### src/rtl/gtp_pkg.sv
`timescale 1ns/1ps
package gtp_pkg;

    localparam int CNT_W = 16;
    localparam int DIV_W = 16;

    // leader trigger output selector codes
    typedef enum logic [2:0] {
        MSEL_REINIT = 3'b000,
        MSEL_RUN    = 3'b001,
        MSEL_CMP    = 3'b100
    } mst_sel_e;

    // follower trigger source code that picks the leader
    typedef enum logic [2:0] {
        TSRC_LEADER = 3'b000
    } trg_src_e;

    // follower mode codes
    typedef enum logic [2:0] {
        SMODE_FREE  = 3'b000,
        SMODE_GATED = 3'b101
    } slv_mode_e;

    typedef struct packed {
        logic             run;
        logic             reinit;
        logic             load;
        logic [CNT_W-1:0] load_val;
        logic [CNT_W-1:0] period;
    } cnt_ctl_t;

    function automatic logic cmp_level(input logic run,
                                       input logic [CNT_W-1:0] cnt,
                                       input logic [CNT_W-1:0] thr);
        return run && (cnt < thr);
    endfunction

endpackage

### src/rtl/gtp_counter.sv
`timescale 1ns/1ps
module gtp_counter
    import gtp_pkg::*;
#(
    parameter int W  = CNT_W,
    parameter int DW = DIV_W
) (
    input  logic          clk,
    input  logic          rst,
    input  logic          run,
    input  logic          reinit,
    input  logic          load,
    input  logic [W-1:0]  load_val,
    input  logic [W-1:0]  period,
    input  logic [DW-1:0] div,
    output logic [W-1:0]  cnt
);
    logic [DW-1:0] phase;
    logic          tick;

    assign tick = run && (phase == div);

    always_ff @(posedge clk) begin
        if (rst) begin
            cnt   <= '0;
            phase <= '0;
        end else if (reinit) begin
            cnt   <= '0;
            phase <= '0;
        end else if (load) begin
            cnt   <= load_val;
        end else if (run) begin
            if (tick) begin
                phase <= '0;
                cnt   <= (cnt == period) ? '0 : cnt + 1'b1;
            end else begin
                phase <= phase + 1'b1;
            end
        end
    end
endmodule

### src/rtl/gtp_trig_route.sv
`timescale 1ns/1ps
module gtp_trig_route
    import gtp_pkg::*;
#(
    parameter int W = CNT_W
) (
    input  logic         mst_run,
    input  logic         mst_reinit,
    input  logic [W-1:0] mst_cnt,
    input  logic [W-1:0] mst_cmp,
    input  logic [2:0]   mst_sel,
    input  logic [2:0]   trg_src,
    output logic         cmp_ref,
    output logic         trg_out,
    output logic         slv_trig
);
    always_comb begin
        cmp_ref = cmp_level(mst_run, mst_cnt, mst_cmp);
        case (mst_sel)
            MSEL_REINIT: trg_out = mst_reinit;
            MSEL_RUN:    trg_out = mst_run;
            MSEL_CMP:    trg_out = cmp_ref;
            default:     trg_out = 1'b0;
        endcase
        slv_trig = (trg_src == TSRC_LEADER) ? trg_out : 1'b0;
    end
endmodule

### src/rtl/gtp_gate_flag.sv
`timescale 1ns/1ps
module gtp_gate_flag
    import gtp_pkg::*;
(
    input  logic       clk,
    input  logic       rst,
    input  logic [2:0] slv_mode,
    input  logic       slv_run,
    input  logic       trig,
    input  logic       flag_clr,
    output logic       cnt_en,
    output logic       trig_flag
);
    logic trig_q;
    logic gated;

    assign gated  = (slv_mode == SMODE_GATED);
    assign cnt_en = slv_run && (!gated || trig);

    always_ff @(posedge clk) begin
        if (rst) begin
            trig_q    <= 1'b0;
            trig_flag <= 1'b0;
        end else begin
            trig_q <= trig;
            if (gated && (trig != trig_q))
                trig_flag <= 1'b1;
            else if (flag_clr)
                trig_flag <= 1'b0;
        end
    end
endmodule

### src/rtl/gated_timer_pair.sv
`timescale 1ns/1ps
module gated_timer_pair
    import gtp_pkg::*;
#(
    parameter int W  = CNT_W,
    parameter int DW = DIV_W
) (
    input  logic          clk,
    input  logic          rst,
    input  logic [DW-1:0] tick_div,
    input  logic          mst_run,
    input  logic          mst_reinit,
    input  logic          mst_load,
    input  logic [W-1:0]  mst_load_val,
    input  logic [W-1:0]  mst_period,
    input  logic [W-1:0]  mst_cmp,
    input  logic [2:0]    mst_sel,
    input  logic          slv_run,
    input  logic          slv_reinit,
    input  logic          slv_load,
    input  logic [W-1:0]  slv_load_val,
    input  logic [W-1:0]  slv_period,
    input  logic [2:0]    trg_src,
    input  logic [2:0]    slv_mode,
    input  logic          flag_clr,
    output logic [W-1:0]  mst_cnt,
    output logic [W-1:0]  slv_cnt,
    output logic          cmp_ref,
    output logic          trg_out,
    output logic          trig_flag
);
    localparam int NTMR = 2;

    logic          slv_trig;
    logic          slv_en;
    logic [W-1:0]  cnt_q   [NTMR];
    logic          run_v   [NTMR];
    logic          rein_v  [NTMR];
    logic          load_v  [NTMR];
    logic [W-1:0]  lval_v  [NTMR];
    logic [W-1:0]  per_v   [NTMR];

    assign run_v[0]  = mst_run;
    assign rein_v[0] = mst_reinit;
    assign load_v[0] = mst_load;
    assign lval_v[0] = mst_load_val;
    assign per_v[0]  = mst_period;
    assign run_v[1]  = slv_en;
    assign rein_v[1] = slv_reinit;
    assign load_v[1] = slv_load;
    assign lval_v[1] = slv_load_val;
    assign per_v[1]  = slv_period;

    for (genvar i = 0; i < NTMR; i++) begin : g_tmr
        gtp_counter #(.W(W), .DW(DW)) u_cnt (
            .clk      (clk),
            .rst      (rst),
            .run      (run_v[i]),
            .reinit   (rein_v[i]),
            .load     (load_v[i]),
            .load_val (lval_v[i]),
            .period   (per_v[i]),
            .div      (tick_div),
            .cnt      (cnt_q[i])
        );
    end

    assign mst_cnt = cnt_q[0];
    assign slv_cnt = cnt_q[1];

    gtp_trig_route #(.W(W)) u_route (
        .mst_run    (mst_run),
        .mst_reinit (mst_reinit),
        .mst_cnt    (cnt_q[0]),
        .mst_cmp    (mst_cmp),
        .mst_sel    (mst_sel),
        .trg_src    (trg_src),
        .cmp_ref    (cmp_ref),
        .trg_out    (trg_out),
        .slv_trig   (slv_trig)
    );

    gtp_gate_flag u_gate (
        .clk       (clk),
        .rst       (rst),
        .slv_mode  (slv_mode),
        .slv_run   (slv_run),
        .trig      (slv_trig),
        .flag_clr  (flag_clr),
        .cnt_en    (slv_en),
        .trig_flag (trig_flag)
    );
endmodule

### config.mk
export PLATFORM = sky130hd
export DESIGN_NAME = gated_timer_pair
export DESIGN_NICKNAME = d
export VERILOG_FILES = /design/src/rtl/gtp_pkg.sv /design/src/rtl/gtp_counter.sv /design/src/rtl/gtp_trig_route.sv /design/src/rtl/gtp_gate_flag.sv /design/src/rtl/gated_timer_pair.sv
export SDC_FILE = /design/constraint.sdc
export NUM_CORES = 1
export LEC_CHECK = 0
export CORE_ASPECT_RATIO = 0.7
export CORE_MARGIN = 5
export CORE_UTILIZATION = 48
export CTS_CLUSTER_SIZE = 24
export DETAILED_ROUTE_END_ITERATION = 16
export PLACE_DENSITY = 0.86
export SLEW_MARGIN = 15
export SYNTH_ARGS = -nofsm -noshare
export SYNTH_HDL_FRONTEND = slang
export SYNTH_SLANG_ARGS = --single-unit
### constraint.sdc
create_clock -name clk -period 3.2 [get_ports clk]
set_clock_uncertainty 0.1 [all_clocks]
set_input_delay 0.64 -clock clk [delete_from_list [all_inputs] [get_ports clk]]
set_output_delay 0.64 -clock clk [all_outputs]
set_load 0.05 [all_outputs]
==> out/metrics.cfg, run 1 <==
[timing]
hold_violations = 0
report.final.slew_viol_count = 0
relSlewSlack_pct = 40.9
period_needed_ns = 3.16
fmax_mhz = 317
finalCritPeriodShare_pct = 98.7
worstMarginPinSlew_ns = 0.883
setup-tns-final_ns = 0
finalSetupViolations = 0

[power_and_ir_drop]
ir_worst_vdd_mv = 0.299
p_int_mw = 1.62
pwr-share-seq_pct = 38.4
clkPwrFrac_pct = 39.1
pwr-share-comb_pct = 22.4
fin_total_pwr_mw = 2.27
power.switching_uw = 651
switching_share_pct = 28.7
p_per_area_nw_per_um2 = 317
power_leakage_nw = 2.52

[layout]
fillers = 715
nNetsFinal = 926
fin_util_pct = 72.9
finalNonFillerCells = 926
syn2layout_area_growth_pct = 46.3
drive_gt1_share_pct = 11.0
n_antenna_cell = 0

[cts]
clk_pin_slew_ns = 0.05
cts_tree = yes
clock-sinks = 66
cts.htree.levels = 3
clockBufferDepth = 2
insertion_delay_ns = 0.34
clockRootBuffer = clkbuf_16
postCtsHoldBufs = 0
cts_buffers = 9

[setup_path]
cp-start-kind = input pin
r2r_start = g_tmr[0].u_cnt.cnt[12]
crit_type = in2out
rr_worst_depth = 10
required_ns = 2.46
crit_start = mst_cmp[2]
reg2reg_slack_ns = 0.25
cp.arrival_ns = 2.42
end_kind = output port
endpoint = trg_out
regToRegEndpoint = g_tmr[1].u_cnt.phase[11]
worstPathMaxFanout = 4

[placed_design]
place_hpwl_um = 13300
dp.cells = 906
port_buffers = 148
gp_congestion = 0.902

[logic_synthesis]
synth_edf_count = 0
yosysTopAreaCellShare_pct = 27.0
post_synth.cell_area_avg_um2 = 7.78
synth_flop_cell = dfxtp_1
syn-cell-area_um2 = 4900
synth.distinct_cells = 50
synth_cells = 630
ys_seq_area_share_pct = 27.0
yosysMostFrequentCell = dfxtp_1
synth.largest_area_cell = dfxtp_1
synth_nets = 763
synthTopCellsByArea = dfxtp_1 (27%), xnor2_1 (8.9%), xor2_1 (5.9%)
ys_warn_count = 0
async_flop_share_pct = 0
synth-seq-cells = 66
synth.top_cells.by_count = dfxtp_1 (66), xnor2_1 (50), nor2_1 (44), nand2_1 (41), a21oi_1 (38)

[run]
max_cap_violations = 0

[floorplan]
die_x_um = 131
io_pins = 149
core_region_area_um2 = 9830
die-area_um2 = 12400
rows = 30
start_util_pct = 49.8
die_h_um = 94.5

[global_route]
antenna_found_initial = 0
grt_usage_pct = 27.8
grt.overflow.total = 0
grt_start_max_net_pins = 32
first_global_vias = 5583
grt_pass1_wl_um = 27500

[routing]
via_per_inst = 6.26
finalWirelength_um = 17500
route.detailed.drc = 0
first_pass_iters = 5
post_drt_wl_per_cell_um = 18.9
vias = 5799
ant_nets = 0
drt-initial-drc-count = 692

[worst_hold_path]
hold_path.class = reg2reg

[run_status]
status = finished clean

==> repair_timing <==
item                       in CTS  in global routing
buffers inserted                3                  2
gates cloned                    0                  0
pin swaps                      16                  6
resized for setup              22                 11
setup endpoints to repair       2                  4
==> routing by layer <==
layer  GRT usage (%)  routed length [um]
met2            45.2                8200
met1            36.5                7220
met4            7.79                 350
met5               0                   0
met3            7.24                1690
==> cell usage in the layout, fill, tap and decap left out, types with 9 or more instances in the layout <==
master and instances:
a22oi_1 11, xnor2_1 50, or4_1 10, nor2_1 44, o31ai_1 19, nand4_1 28, dfxtp_1 66, inv_1 19
clkbuf_16 9, or3_1 12, and3_1 10, xor2_1 33, clkdlybuf4s50_1 137, nand2_1 39, o21ai_0 36, a31oi_1 18
nor3b_1 9, a21oi_1 36, nor3_1 21, nor4_1 15, ha_1 10, buf_4 34, a211oi_1 13, nand3_1 14
==> worst min path at each step <==
stage / start / depth (start not counted) / endpoint / slack, ns
after global placement: u_gate.trig_flag / 2 / u_gate.trig_flag / 0.35
after global routing: u_gate.trig_flag / 2 / u_gate.trig_flag / 0.45
after CTS: u_gate.trig_flag / 2 / u_gate.trig_flag / 0.40
after detailed placement: u_gate.trig_flag / 2 / u_gate.trig_flag / 0.39
after floorplan: g_tmr[1].u_cnt.phase[5] / 2 / g_tmr[1].u_cnt.phase[5] / 0.39
final: u_gate.trig_flag / 2 / u_gate.trig_flag / 0.41
==> registers in the layout, indices dropped and copies added, names as in the netlist <==
name	cells
u_gate.trig_q	1
u_gate.trig_flag	1
g_tmr.u_cnt.cnt	32
g_tmr.u_cnt.phase	32
==> cell families (layout without fill, tap and decap cells) <==
family | Yosys count | after routing | synth area share [%]
AOI/OAI and AO/OA | 158 | 158 | 21.0
DFF | 66 | 66 | 27.0
muxes | 4 | 4 | 0.817
buffers and inverters | 58 | 226 | 4.52
xor gates and xnor gates | 83 | 83 | 14.8
adders and majority gates | 19 | 19 | 4.85
and+or+nand+nor | 242 | 242 | 27.0
==> per-stage QoR <==
| step | area (um^2) | setup WS, ns | hold WS (ns) |
|---|---|---|---|
| after floorplan | 4900 | 0.284 | 0.385 |
| after global placement | 6740 | -0.243 | 0.351 |
| after detailed placement | 6740 | -0.321 | 0.386 |
| after CTS | 7120 | 0.000661 | 0.398 |
| after global routing | 7170 | -0.00240 | 0.446 |
| final | 7170 | 0.0418 | 0.408 |
==> cell type report <==
class                   instances  area, um^2  share of cell area (%)
clock buffers                  10         229                    3.19
clock inverters                 6        33.8                   0.471
inverters                      25        93.8                    1.31
multi-input cells             506        3520                    49.0
flip-flops and latches         66        1320                    18.4
well taps                     128         160                    2.23
repair buffers                185        1820                    25.3
==> worst max-delay path, cell delays in order <==
cell,delay (ns)
clkdlybuf4s50_1,0.45
inv_1,0.04
ha_1,0.29
o21ai_0,0.21
nand2b_1,0.14
a31oi_4,0.22
a41o_1,0.26
buf_12,0.16
==> power groups by stage <==
stage | Sequential (mW) | Combinational, mW | Clock, mW
global route | 0.875 | 0.541 | 0.933
global placement | 0.887 | 0.472 | 0
floorplan | 0.928 | 0.174 | 0
CTS | 0.871 | 0.497 | 0.901
finish | 0.873 | 0.509 | 0.888
detailed placement | 0.888 | 0.484 | 0
No activity file was read; power rests on OpenSTA's default activity.
==> inputs of run 2 (changes only) <==
--- a/config.mk
+++ b/config.mk
@@ -5,6 +5,7 @@
 export SDC_FILE = /design/constraint.sdc
 export NUM_CORES = 1
 export LEC_CHECK = 0
+export CAP_MARGIN = 20
 export CORE_ASPECT_RATIO = 0.7
 export CORE_MARGIN = 5
 export CORE_UTILIZATION = 48
==> results of run 2 <==
Same layout as run 1: the final DEF is identical, and so are final timing and power.
==> inputs of run 3 (changes only) <==
--- a/config.mk
+++ b/config.mk
@@ -11,6 +11,7 @@
 export CORE_UTILIZATION = 48
 export CTS_CLUSTER_SIZE = 24
 export DETAILED_ROUTE_END_ITERATION = 16
+export GPL_ROUTABILITY_DRIVEN = 0
 export PLACE_DENSITY = 0.86
 export SLEW_MARGIN = 15
 export SYNTH_ARGS = -nofsm -noshare
==> results of run 3 <==
Same layout as run 1: the final DEF is identical, and so are final timing and power.
